**src/rtl/audio_tx_pkg.sv**
```systemverilog
`timescale 1ns/1ps
// audio_tx_pkg: register word indices and reset defaults shared by the
// audio serial transmitter. Assumes a 4-bit word index on the register port.
package audio_tx_pkg;

    localparam int IDX_W = 4;

    typedef enum logic [IDX_W-1:0] {
        RI_WIDTH   = 4'd0,
        RI_RXCFG   = 4'd1,
        RI_CLKDIV  = 4'd2,
        RI_LEVEL   = 4'd3,
        RI_DMACFG  = 4'd4,
        RI_IRQCFG  = 4'd5,
        RI_STATUS  = 4'd6,
        RI_RUN     = 4'd7,
        RI_FLUSH   = 4'd8,
        RI_PUSH    = 4'd9,
        RI_RXWORD  = 4'd10
    } reg_idx_e;

    localparam logic [7:0] RST_WIDTH_M1 = 8'd15;
    localparam logic [7:0] RST_RATIO_M1 = 8'd7;
    localparam logic [7:0] RST_FRAME_M1 = 8'd31;

endpackage

```
**src/rtl/atx_regfile.sv**
```systemverilog
`timescale 1ns/1ps
// atx_regfile: register port decode, configuration storage, sticky
// underflow status and read mux. Assumes DIV_W <= 8 and WID_W <= 8 so the
// divider fields fit their 8-bit lanes of the divider word.
module atx_regfile
    import audio_tx_pkg::*;
#(
    parameter int DATA_W = 32,
    parameter int LVL_W  = 6,
    parameter int DIV_W  = 8,
    parameter int WID_W  = 5
) (
    input  logic              clk,
    input  logic              rst_n,
    input  logic              bus_sel,
    input  logic              bus_wr,
    input  logic [IDX_W-1:0]  bus_addr,
    input  logic [DATA_W-1:0] bus_wdata,
    output logic [DATA_W-1:0] bus_rdata,
    input  logic [LVL_W-1:0]  fifo_level,
    input  logic              underflow_evt,
    output logic [WID_W-1:0]  width_m1,
    output logic [DIV_W-1:0]  ratio_m1,
    output logic [DIV_W-1:0]  tx_frame_m1,
    output logic              tx_en,
    output logic              fifo_push,
    output logic [DATA_W-1:0] fifo_wdata,
    output logic              fifo_flush
);

    reg_idx_e          idx;
    logic              wr_hit;
    logic              clr_stat;
    logic [DIV_W-1:0]  rx_frame_m1;
    logic [DATA_W-1:0] rx_cfg;
    logic              rx_en;
    logic              uflow_q;

    // Decode the word index and the write strobes.
    always_comb begin
        idx        = reg_idx_e'(bus_addr);
        wr_hit     = bus_sel && bus_wr;
        fifo_push  = wr_hit && (idx == RI_PUSH);
        fifo_flush = wr_hit && (idx == RI_FLUSH);
        clr_stat   = wr_hit && (idx == RI_STATUS) && bus_wdata[0];
        fifo_wdata = bus_wdata;
    end

    // Configuration registers written from the port.
    always_ff @(posedge clk) begin
        if (!rst_n) begin
            width_m1    <= WID_W'(RST_WIDTH_M1);
            ratio_m1    <= DIV_W'(RST_RATIO_M1);
            rx_frame_m1 <= DIV_W'(RST_FRAME_M1);
            tx_frame_m1 <= DIV_W'(RST_FRAME_M1);
            rx_cfg      <= '0;
            tx_en       <= 1'b0;
            rx_en       <= 1'b0;
        end else if (wr_hit) begin
            case (idx)
                RI_WIDTH:  width_m1 <= bus_wdata[WID_W-1:0];
                RI_RXCFG:  rx_cfg   <= bus_wdata;
                RI_CLKDIV: begin
                    ratio_m1    <= bus_wdata[16 +: DIV_W];
                    rx_frame_m1 <= bus_wdata[8 +: DIV_W];
                    tx_frame_m1 <= bus_wdata[0 +: DIV_W];
                end
                RI_RUN: begin
                    tx_en <= bus_wdata[0];
                    rx_en <= bus_wdata[1];
                end
                default: ;
            endcase
        end
    end

    // Sticky underflow flag: set by the serialiser, cleared by writing 1.
    always_ff @(posedge clk) begin
        if (!rst_n)             uflow_q <= 1'b0;
        else if (underflow_evt) uflow_q <= 1'b1;
        else if (clr_stat)      uflow_q <= 1'b0;
    end

    // Read mux; out-of-scope and write-only words return zero.
    always_comb begin
        bus_rdata = '0;
        case (idx)
            RI_WIDTH:  bus_rdata[WID_W-1:0] = width_m1;
            RI_RXCFG:  bus_rdata = rx_cfg;
            RI_CLKDIV: begin
                bus_rdata[16 +: DIV_W] = ratio_m1;
                bus_rdata[8 +: DIV_W]  = rx_frame_m1;
                bus_rdata[0 +: DIV_W]  = tx_frame_m1;
            end
            RI_LEVEL:  bus_rdata[LVL_W-1:0] = fifo_level;
            RI_STATUS: bus_rdata[0] = uflow_q;
            RI_RUN:    bus_rdata[1:0] = {rx_en, tx_en};
            default:   bus_rdata = '0;
        endcase
    end

    // the flag holds unless a 1 is written to bit 0.
    p_uflow_sticky_r8: assert property (@(posedge clk) disable iff (!rst_n)
        (uflow_q && !clr_stat) |=> uflow_q);

endmodule

```
**src/rtl/atx_fifo.sv**
```systemverilog
`timescale 1ns/1ps
// atx_fifo: transmit sample FIFO with fill level. A push while full is
// dropped. The caller pops only when not empty. Flush empties the FIFO in one
// cycle. DEPTH need not be a power of two.
module atx_fifo #(
    parameter int DATA_W = 32,
    parameter int DEPTH  = 32,
    localparam int PTR_W = (DEPTH > 1) ? $clog2(DEPTH) : 1,
    localparam int LVL_W = $clog2(DEPTH + 1)
) (
    input  logic              clk,
    input  logic              rst_n,
    input  logic              flush,
    input  logic              push,
    input  logic [DATA_W-1:0] wdata,
    input  logic              pop,
    output logic [DATA_W-1:0] head,
    output logic              empty,
    output logic [LVL_W-1:0]  level
);

    logic [DATA_W-1:0] mem [DEPTH];
    logic [PTR_W-1:0]  wptr, rptr;
    logic              full, push_ok, pop_ok;

    // Status and accepted operations.
    always_comb begin
        full    = (level == LVL_W'(DEPTH));
        empty   = (level == '0);
        push_ok = push && !full;
        pop_ok  = pop && !empty;
        head    = mem[rptr];
    end

    // Storage array, written on accepted pushes.
    always_ff @(posedge clk) begin
        if (push_ok) mem[wptr] <= wdata;
    end

    // Pointers and level.
    always_ff @(posedge clk) begin
        if (!rst_n || flush) begin
            wptr  <= '0;
            rptr  <= '0;
            level <= '0;
        end else begin
            if (push_ok) wptr <= (wptr == PTR_W'(DEPTH - 1)) ? '0 : wptr + 1'b1;
            if (pop_ok)  rptr <= (rptr == PTR_W'(DEPTH - 1)) ? '0 : rptr + 1'b1;
            case ({push_ok, pop_ok})
                2'b10:   level <= level + 1'b1;
                2'b01:   level <= level - 1'b1;
                default: level <= level;
            endcase
        end
    end

    // the level never passes the depth.
    p_level_bound_r6: assert property (@(posedge clk) disable iff (!rst_n)
        level <= LVL_W'(DEPTH));

    // a push into a full FIFO without a pop leaves it full.
    p_full_drop_r6: assert property (@(posedge clk) disable iff (!rst_n)
        (level == LVL_W'(DEPTH) && push && !pop && !flush) |=> level == LVL_W'(DEPTH));

endmodule

```
**src/rtl/atx_sclk_gen.sv**
```systemverilog
`timescale 1ns/1ps
// atx_sclk_gen: divides the master clock into the bit clock. The phase
// counter runs 0..ratio_m1. The bit clock is high in the upper half of that
// range. A falling-edge event marks the wrap. Idle holds phase 0, clock low.
module atx_sclk_gen #(
    parameter int DIV_W = 8
) (
    input  logic             clk,
    input  logic             rst_n,
    input  logic             run,
    input  logic [DIV_W-1:0] ratio_m1,
    output logic             sclk,
    output logic             fall
);

    logic [DIV_W-1:0] phase;
    logic [DIV_W:0]   ratio;
    logic [DIV_W:0]   hi_from;
    logic             at_end;

    // Threshold and wrap detection.
    always_comb begin
        ratio   = {1'b0, ratio_m1} + 1'b1;
        hi_from = ratio >> 1;
        at_end  = (phase >= ratio_m1);
        sclk    = run && ({1'b0, phase} >= hi_from);
        fall    = run && at_end;
    end

    // Phase counter.
    always_ff @(posedge clk) begin
        if (!rst_n || !run) phase <= '0;
        else if (at_end)    phase <= '0;
        else                phase <= phase + 1'b1;
    end

    // the wrap (falling edge) happens only from the high half.
    p_fall_from_high_r5: assert property (@(posedge clk) disable iff (!rst_n)
        fall |-> sclk);

endmodule

```
**src/rtl/atx_shifter.sv**
```systemverilog
`timescale 1ns/1ps
// atx_shifter: frame-slot counter, word clock and data shifter. All state
// moves on bit-clock falling-edge events. A slot starts at slot index 0 and
// at half the frame. At a slot start the old MSB of the shift register goes
// out (the previous LSB, giving the one-bit delay) and a new word is loaded
// MSB-aligned, or zero if the FIFO is empty. Assumes width_m1 < DATA_W.
module atx_shifter #(
    parameter int DATA_W = 32,
    parameter int FRM_W  = 8,
    parameter int WID_W  = 5,
    localparam int SH_W  = $clog2(DATA_W)
) (
    input  logic              clk,
    input  logic              rst_n,
    input  logic              run,
    input  logic              fall,
    input  logic [FRM_W-1:0]  frame_m1,
    input  logic [WID_W-1:0]  width_m1,
    input  logic [DATA_W-1:0] head,
    input  logic              empty,
    output logic              pop,
    output logic              underflow,
    output logic              lrck,
    output logic              sdo
);

    logic [FRM_W-1:0]  slot_q, slot_nxt;
    logic [FRM_W:0]    half;
    logic              ch_start;
    logic [SH_W-1:0]   shamt;
    logic [DATA_W-1:0] aligned, shreg;

    // Next slot index, channel boundary and alignment of the new word.
    always_comb begin
        half      = ({1'b0, frame_m1} + 1'b1) >> 1;
        slot_nxt  = (slot_q >= frame_m1) ? '0 : slot_q + 1'b1;
        ch_start  = (slot_nxt == '0) || ({1'b0, slot_nxt} == half);
        shamt     = SH_W'(DATA_W - 1) - SH_W'(width_m1);
        aligned   = head << shamt;
        pop       = fall && ch_start && !empty;
        underflow = fall && ch_start && empty;
    end

    // Slot counter, word clock, data bit and shift register.
    always_ff @(posedge clk) begin
        if (!rst_n || !run) begin
            slot_q <= frame_m1;
            lrck   <= 1'b0;
            sdo    <= 1'b0;
            shreg  <= '0;
        end else if (fall) begin
            slot_q <= slot_nxt;
            lrck   <= ({1'b0, slot_nxt} >= half);
            sdo    <= shreg[DATA_W-1];
            if (ch_start) shreg <= empty ? '0 : aligned;
            else          shreg <= shreg << 1;
        end
    end

    // the data line moves only on a falling-edge event or when idling.
    p_sdo_on_fall_r7: assert property (@(posedge clk) disable iff (!rst_n)
        !$stable(sdo) |-> $past(fall || !run));

    // the word clock moves only on a falling-edge event or when idling.
    p_lrck_on_fall_r5: assert property (@(posedge clk) disable iff (!rst_n)
        !$stable(lrck) |-> $past(fall || !run));

endmodule

```
**src/rtl/audio_serial_tx.sv**
```systemverilog
`timescale 1ns/1ps
// audio_serial_tx: register-controlled stereo serial audio transmitter.
// The clock input is the master audio clock. The register port is
// synchronous to it. Composes register file, FIFO, bit-clock divider and
// shifter. A flush write idles the serialiser for one cycle, which restarts
// it from frame start.
module audio_serial_tx
    import audio_tx_pkg::*;
#(
    parameter int DATA_W     = 32,
    parameter int FIFO_DEPTH = 32,
    parameter int DIV_W      = 8,
    parameter int WID_W      = 5,
    localparam int LVL_W     = $clog2(FIFO_DEPTH + 1)
) (
    input  logic              clk,
    input  logic              rst_n,
    input  logic              bus_sel,
    input  logic              bus_wr,
    input  logic [IDX_W-1:0]  bus_addr,
    input  logic [DATA_W-1:0] bus_wdata,
    output logic [DATA_W-1:0] bus_rdata,
    output logic              sclk_o,
    output logic              lrck_o,
    output logic              sdo_o
);

    logic [WID_W-1:0]  width_m1;
    logic [DIV_W-1:0]  ratio_m1, tx_frame_m1;
    logic              tx_en, push, flush, pop, empty, underflow, fall, run;
    logic [DATA_W-1:0] push_data, head;
    logic [LVL_W-1:0]  level;

    // Serialiser runs while enabled and not being flushed.
    always_comb run = tx_en && !flush;

    atx_regfile #(
        .DATA_W(DATA_W), .LVL_W(LVL_W), .DIV_W(DIV_W), .WID_W(WID_W)
    ) i_regs (
        .clk(clk), .rst_n(rst_n),
        .bus_sel(bus_sel), .bus_wr(bus_wr), .bus_addr(bus_addr),
        .bus_wdata(bus_wdata), .bus_rdata(bus_rdata),
        .fifo_level(level), .underflow_evt(underflow),
        .width_m1(width_m1), .ratio_m1(ratio_m1), .tx_frame_m1(tx_frame_m1),
        .tx_en(tx_en), .fifo_push(push), .fifo_wdata(push_data),
        .fifo_flush(flush)
    );

    atx_fifo #(.DATA_W(DATA_W), .DEPTH(FIFO_DEPTH)) i_fifo (
        .clk(clk), .rst_n(rst_n), .flush(flush),
        .push(push), .wdata(push_data),
        .pop(pop), .head(head), .empty(empty), .level(level)
    );

    atx_sclk_gen #(.DIV_W(DIV_W)) i_sclk (
        .clk(clk), .rst_n(rst_n), .run(run), .ratio_m1(ratio_m1),
        .sclk(sclk_o), .fall(fall)
    );

    atx_shifter #(.DATA_W(DATA_W), .FRM_W(DIV_W), .WID_W(WID_W)) i_shift (
        .clk(clk), .rst_n(rst_n), .run(run), .fall(fall),
        .frame_m1(tx_frame_m1), .width_m1(width_m1),
        .head(head), .empty(empty),
        .pop(pop), .underflow(underflow), .lrck(lrck_o), .sdo(sdo_o)
    );

    // with transmit disabled the bit clock is low and nothing is popped.
    p_gated_idle_r4: assert property (@(posedge clk) disable iff (!rst_n)
        !tx_en |-> (!sclk_o && !pop));

endmodule

```
**config.mk**
```make
export PLATFORM = sky130hd
export DESIGN_NAME = audio_serial_tx
export DESIGN_NICKNAME = d
export VERILOG_FILES = /design/src/rtl/audio_tx_pkg.sv /design/src/rtl/atx_regfile.sv /design/src/rtl/atx_fifo.sv /design/src/rtl/atx_sclk_gen.sv /design/src/rtl/atx_shifter.sv /design/src/rtl/audio_serial_tx.sv
export SDC_FILE = /design/constraint.sdc
export NUM_CORES = 1
export LEC_CHECK = 0
export BUFFER_PORTS_ARGS = -buffer_cell sky130_fd_sc_hd__buf_2
export CORE_MARGIN = 2
export CORE_UTILIZATION = 50
export DETAILED_ROUTE_END_ITERATION = 8
export PLACE_DENSITY = 0.67
export SYNTH_ARGS = -nofsm -noshare
export SYNTH_HDL_FRONTEND = slang
export SYNTH_SLANG_ARGS = --single-unit
```
**constraint.sdc**
```tcl
create_clock -name clk -period 4.85 [get_ports clk]
set_input_delay 0.97 -clock clk [delete_from_list [all_inputs] [get_ports clk]]
set_output_delay 0.97 -clock clk [all_outputs]
set_load 0.02 [all_outputs]
```
==> Flow_metrics.wiki <==
{| class="wikitable"
! Metric !! Value
|-
| Commonest non-fill, non-tap cell in the layout || sky130_fd_sc_hd__edfxtp_1
|-
| Tightest Pin Transition || 1.181 ns
|-
| Number of top-level pins || 75
|-
| Largest voltage drop on the vdd net || roughly 340 µV
|-
| Critical Path Source Type || flop
|-
| Worst slew slack as a fraction of its limit || 21.12%
|-
| Number of maximum-capacitance constraint violations || 0
|-
| Fillers || 7171
|-
| Internal portion of total power || roughly 0.016 W
|-
| Highest clock frequency the design can meet || 220.3 MHz
|-
| Antenna Violating Nets Remaining || 0
|-
| Setup-violating endpoint count in the final report || 0
|-
| Part of the total power dissipated in the clock network || between 40% and 50%
|-
| Capture point of the worst path || i_fifo.level[5]
|-
| Initial core utilization || between 50% and 60%
|-
| Top_reg_cell synth || sky130_fd_sc_hd__edfxtp_1
|-
| Number of nets in the synthesized netlist || roughly 2800
|-
| Number of synthesized flops with an enable pin || approximately 1000
|-
| Number of slew-limit violations in the final report || 0
|-
| Worst setup skew after layout || 0.04623 ns
|-
| Critical path capture point type || flop
|-
| Wire per inst || roughly 29 µm
|-
| Crit path launch || i_shift.slot_q[0]
|-
| Top cells by area, synth || sky130_fd_sc_hd__edfxtp_1 (65%), sky130_fd_sc_hd__mux4_2 (12%), sky130_fd_sc_hd__dfxtp_1 (5.3%)
|-
| Vias after detailed routing || ~27000
|-
| Critical Path AT || a little over 5 ns
|-
| Total of flip-flops plus latches after synthesis || about 1200
|-
| Launch point of the worst reg-to-reg path || i_shift.slot_q[0]
|-
| R2r setup slk || approximately 0.31 ns
|-
| Proportion of layout cells with a drive suffix above 1 || a little under a quarter
|-
| Fraction of power spent switching nets || 20.36%
|-
| Site Rows || roughly 110
|-
| PnR worst setup slack || between 0.3 and 0.4 ns
|-
| Placed wire-length estimate || ~76000 µm
|-
| Result of the run || finished, final reports clean
|-
| Total congestion overflow || 0
|-
| CP required || about 5.4 ns
|-
| Routed Wire Length || 124800 µm
|-
| CTS Root Buffer Type || sky130_fd_sc_hd__clkbuf_16
|-
| Total power || about 0.02 W
|-
| Number of port buffers || 74
|-
| Floorplan die height || between 300 and 400 µm
|-
| Proportion of power drawn by flip-flops and latches || 54.5%
|-
| Type of the worst setup path || flop to flop
|-
| Cells after Synth || ~2700
|-
| Diodes inserted || 0
|-
| Number of buffers inserted to repair setup after CTS || 0
|-
| Standard cell core area || ~0.095 mm²
|-
| Antenna violations before repair || 3
|-
| Source-to-sink clock delay at the later pin of the worst-skew pair || just over 0.7 ns
|-
| Number of nets in the layout || between 2000 and 3000
|-
| Library cells used by synthesis || between 80 and 90
|-
| Final period util || between 90% and 100%
|-
| Unrepaired setup endpoints after global routing || false
|-
| Net Switching || 0.004062 W
|-
| Syn-to-layout area delta || 13.10%
|-
| Number of global-route vias before repair || between 20000 and 30000
|-
| TritonCTS Buffers || between 100 and 150
|-
| Ys async rst share || 0%
|-
| Die area || between 0.09 and 0.1 mm²
|-
| Pin count of the biggest net entering global routing || 67
|-
| Largest buffer count on any clock path || 3
|-
| Maximum level of the CTS H-tree || 3
|-
| Global-route total usage across every layer || about a quarter
|-
| Top-area cell type share of the netlist area || approximately 65%
|-
| Commonest cells after routing, fill and taps aside || sky130_fd_sc_hd__edfxtp_1 (1032), sky130_fd_sc_hd__mux4_2 (250), sky130_fd_sc_hd__nand2_1 (191), sky130_fd_sc_hd__dfxtp_1 (122), sky130_fd_sc_hd__clkbuf_16 (116)
|-
| Sink Count || 1159
|-
| Number of standard cells in the layout, taps in and fillers out || around 4200
|-
| Worst slack on hold paths || about 0.46 ns
|-
| Critical path peak fanout || 6
|-
| Routability congestion estimate || 0.9109
|-
| First-pass GRT wire length || 182800 µm
|-
| Avg Vias per Cell || between 6 and 7
|-
| Average instance area after synthesis || 17.48 µm²
|-
| Share of synthesized area occupied by flip-flops and latches || 70.44%
|-
| TritonRoute pass-1 iters || 8
|-
| Count of final hold-check violations || 0
|-
| Share of total power in combinational logic || 1.8%
|-
| Count of routing violations after the opening detailed-route iteration || 3121
|-
| YS warnings || 0
|-
| Final-layout setup total negative slack || 0 ns
|-
| Post-CTS clock slew at the launch and capture registers of the worst setup and hold paths || ~0.06 ns
|-
| Pre-CTS setup slack || -0.3511 ns
|-
| CTS tree || yes
|-
| Cell accounting for the most synthesized area || sky130_fd_sc_hd__edfxtp_1
|-
| Number of cells after detailed placement || 4029
|-
| Static leakage || about 17 nW
|-
| Die width || 312.6 µm
|-
| Power Density || approximately 370 mW/mm²
|-
| DRC violation count after routing || 0
|-
| Min Tclk post-route || between 4 and 5 ns
|-
| Number of cells on the worst reg-to-reg path || 21
|-
| Worst hold path class || flop to flop
|-
| Worst reg2reg path endpoint || i_fifo.level[5]
|-
| Summed instance area of the synthesized netlist || roughly 0.048 mm²
|}
sequential cells by signal, indices dropped and copies added, names as in the netlist, 5 cells and up, named ones only:
signal / flops
i_regs.rx_cfg: 32
i_regs.ratio_m1: 8
i_sclk.phase: 8
i_fifo.level: 6
i_regs.width_m1: 5
i_fifo.wptr: 5
i_shift.shreg: 32
i_regs.rx_frame_m1: 8
i_shift.slot_q: 8
i_fifo.rptr: 5
i_fifo.mem: 1024
i_regs.tx_frame_m1: 8
worst min-delay path by stage:
| stage | start | end | slack [ns] | depth (start not counted) |
|---|---|---|---|---|
| global placement | i_shift.shreg[0] | i_shift.shreg[0] | 0.44 | 2 |
| floorplan | i_shift.shreg[0] | i_shift.shreg[0] | 0.43 | 2 |
| detailed placement | i_shift.shreg[0] | i_shift.shreg[0] | 0.45 | 2 |
| finish | i_shift.shreg[0] | i_shift.shreg[0] | 0.46 | 2 |
| CTS | i_shift.shreg[0] | i_shift.shreg[0] | 0.46 | 2 |
| global route | i_shift.shreg[0] | i_shift.shreg[0] | 0.47 | 2 |
worst max-delay path: stages (launching register included):
cell                       delay [ns]
sky130_fd_sc_hd__edfxtp_1        0.38
sky130_fd_sc_hd__inv_1           0.11
sky130_fd_sc_hd__ha_1            0.23
sky130_fd_sc_hd__nand2b_1        0.15
sky130_fd_sc_hd__a21o_1          0.20
sky130_fd_sc_hd__a211oi_4        0.30
sky130_fd_sc_hd__o31ai_2         0.16
sky130_fd_sc_hd__nand2b_1        0.19
sky130_fd_sc_hd__ha_1            0.28
sky130_fd_sc_hd__nand4_1         0.15
sky130_fd_sc_hd__nor2_2          0.07
sky130_fd_sc_hd__a311oi_4        0.33
sky130_fd_sc_hd__or3_4           0.20
sky130_fd_sc_hd__inv_1           0.09
sky130_fd_sc_hd__ha_4            0.19
sky130_fd_sc_hd__buf_4           0.16
sky130_fd_sc_hd__a21o_1          0.19
sky130_fd_sc_hd__a22o_1          0.30
sky130_fd_sc_hd__o21ai_2         0.16
sky130_fd_sc_hd__a32oi_1         0.14
sky130_fd_sc_hd__or3_1           0.32
sky130_fd_sc_hd__a21oi_1         0.14
metrics by stage:
stage,area (µm²),util [%]
floorplan,47610,-
global placement,50050,52.84
detailed placement,50050,52.84
CTS,53780,56.77
global route,53840,56.84
finish,53840,56.84
Yosys cell counts (all sizes together), types with 15 or more instances:
master  instances
a21boi         43
clkbuf         82
mux2i          98
a22oi          17
xnor2          18
dfxtp         127
nor4           23
inv            27
a21oi          65
mux2           23
a22o           20
ha             46
and3           26
buf            85
nor2          114
a21o           15
o21ai          52
mux4          250
o22ai         105
nor2b          17
o211ai         18
nand2         191
nand2b         17
nand3          44
edfxtp       1032
repair_timing:
item	CTS	global route
pin swaps	0	2
gates resized for setup	2	11
cloned	0	1
hold buffers	0	0
setup endpoints to repair	4	4
hold endpoints to repair	0	0
routing by layer:
metal / share of wire (%) / up-vias / wire [µm] / track usage (%)
li1: - / 11320 / - / -
met1: 41 / 14030 / 51680 / 36.66
met2: 48 / 1279 / 60260 / 41.59
met3: 7.9 / 194 / 9812 / 3.869
met4: 2.5 / 0 / 3091 / 6.862
met5: 0 / - / 0 / 0
power by group through the flow:
| stage | logic [W] | clock network, W | registers (W) |
|---|---|---|---|
| final | 0.000352 | 0.00873 | 0.0109 |
| after global routing | 0.000378 | 0.00923 | 0.0109 |
| after CTS | 0.000345 | 0.00883 | 0.0109 |
| after detailed placement | 0.000343 | 0 | 0.0111 |
| after global placement | 0.000329 | 0 | 0.0111 |
| after floorplan | 0.000117 | 0 | 0.0111 |
final cells by class:
cell class	count	area, µm²	area share, %
timing repair buffer	207	1594	2.961
clock inverter	71	646.9	1.201
multi-input combinational	1367	13290	24.68
inverter	32	120.1	0.2231
clock buffer	146	3065	5.693
tap	1265	1583	2.940
sequential	1159	33540	62.30
logic make-up after synthesis:
family	synth area share (%)
flip-flops	70.44
AND/OR/NAND/NOR	5.204
AO/OA/AOI/OAI	5.790
multiplexers	14.43
buffers and inverters	2.379
adder cells (fa/ha/maj)	1.209
XOR/XNOR	0.5519
No activity file was read; power rests on OpenSTA's default activity.
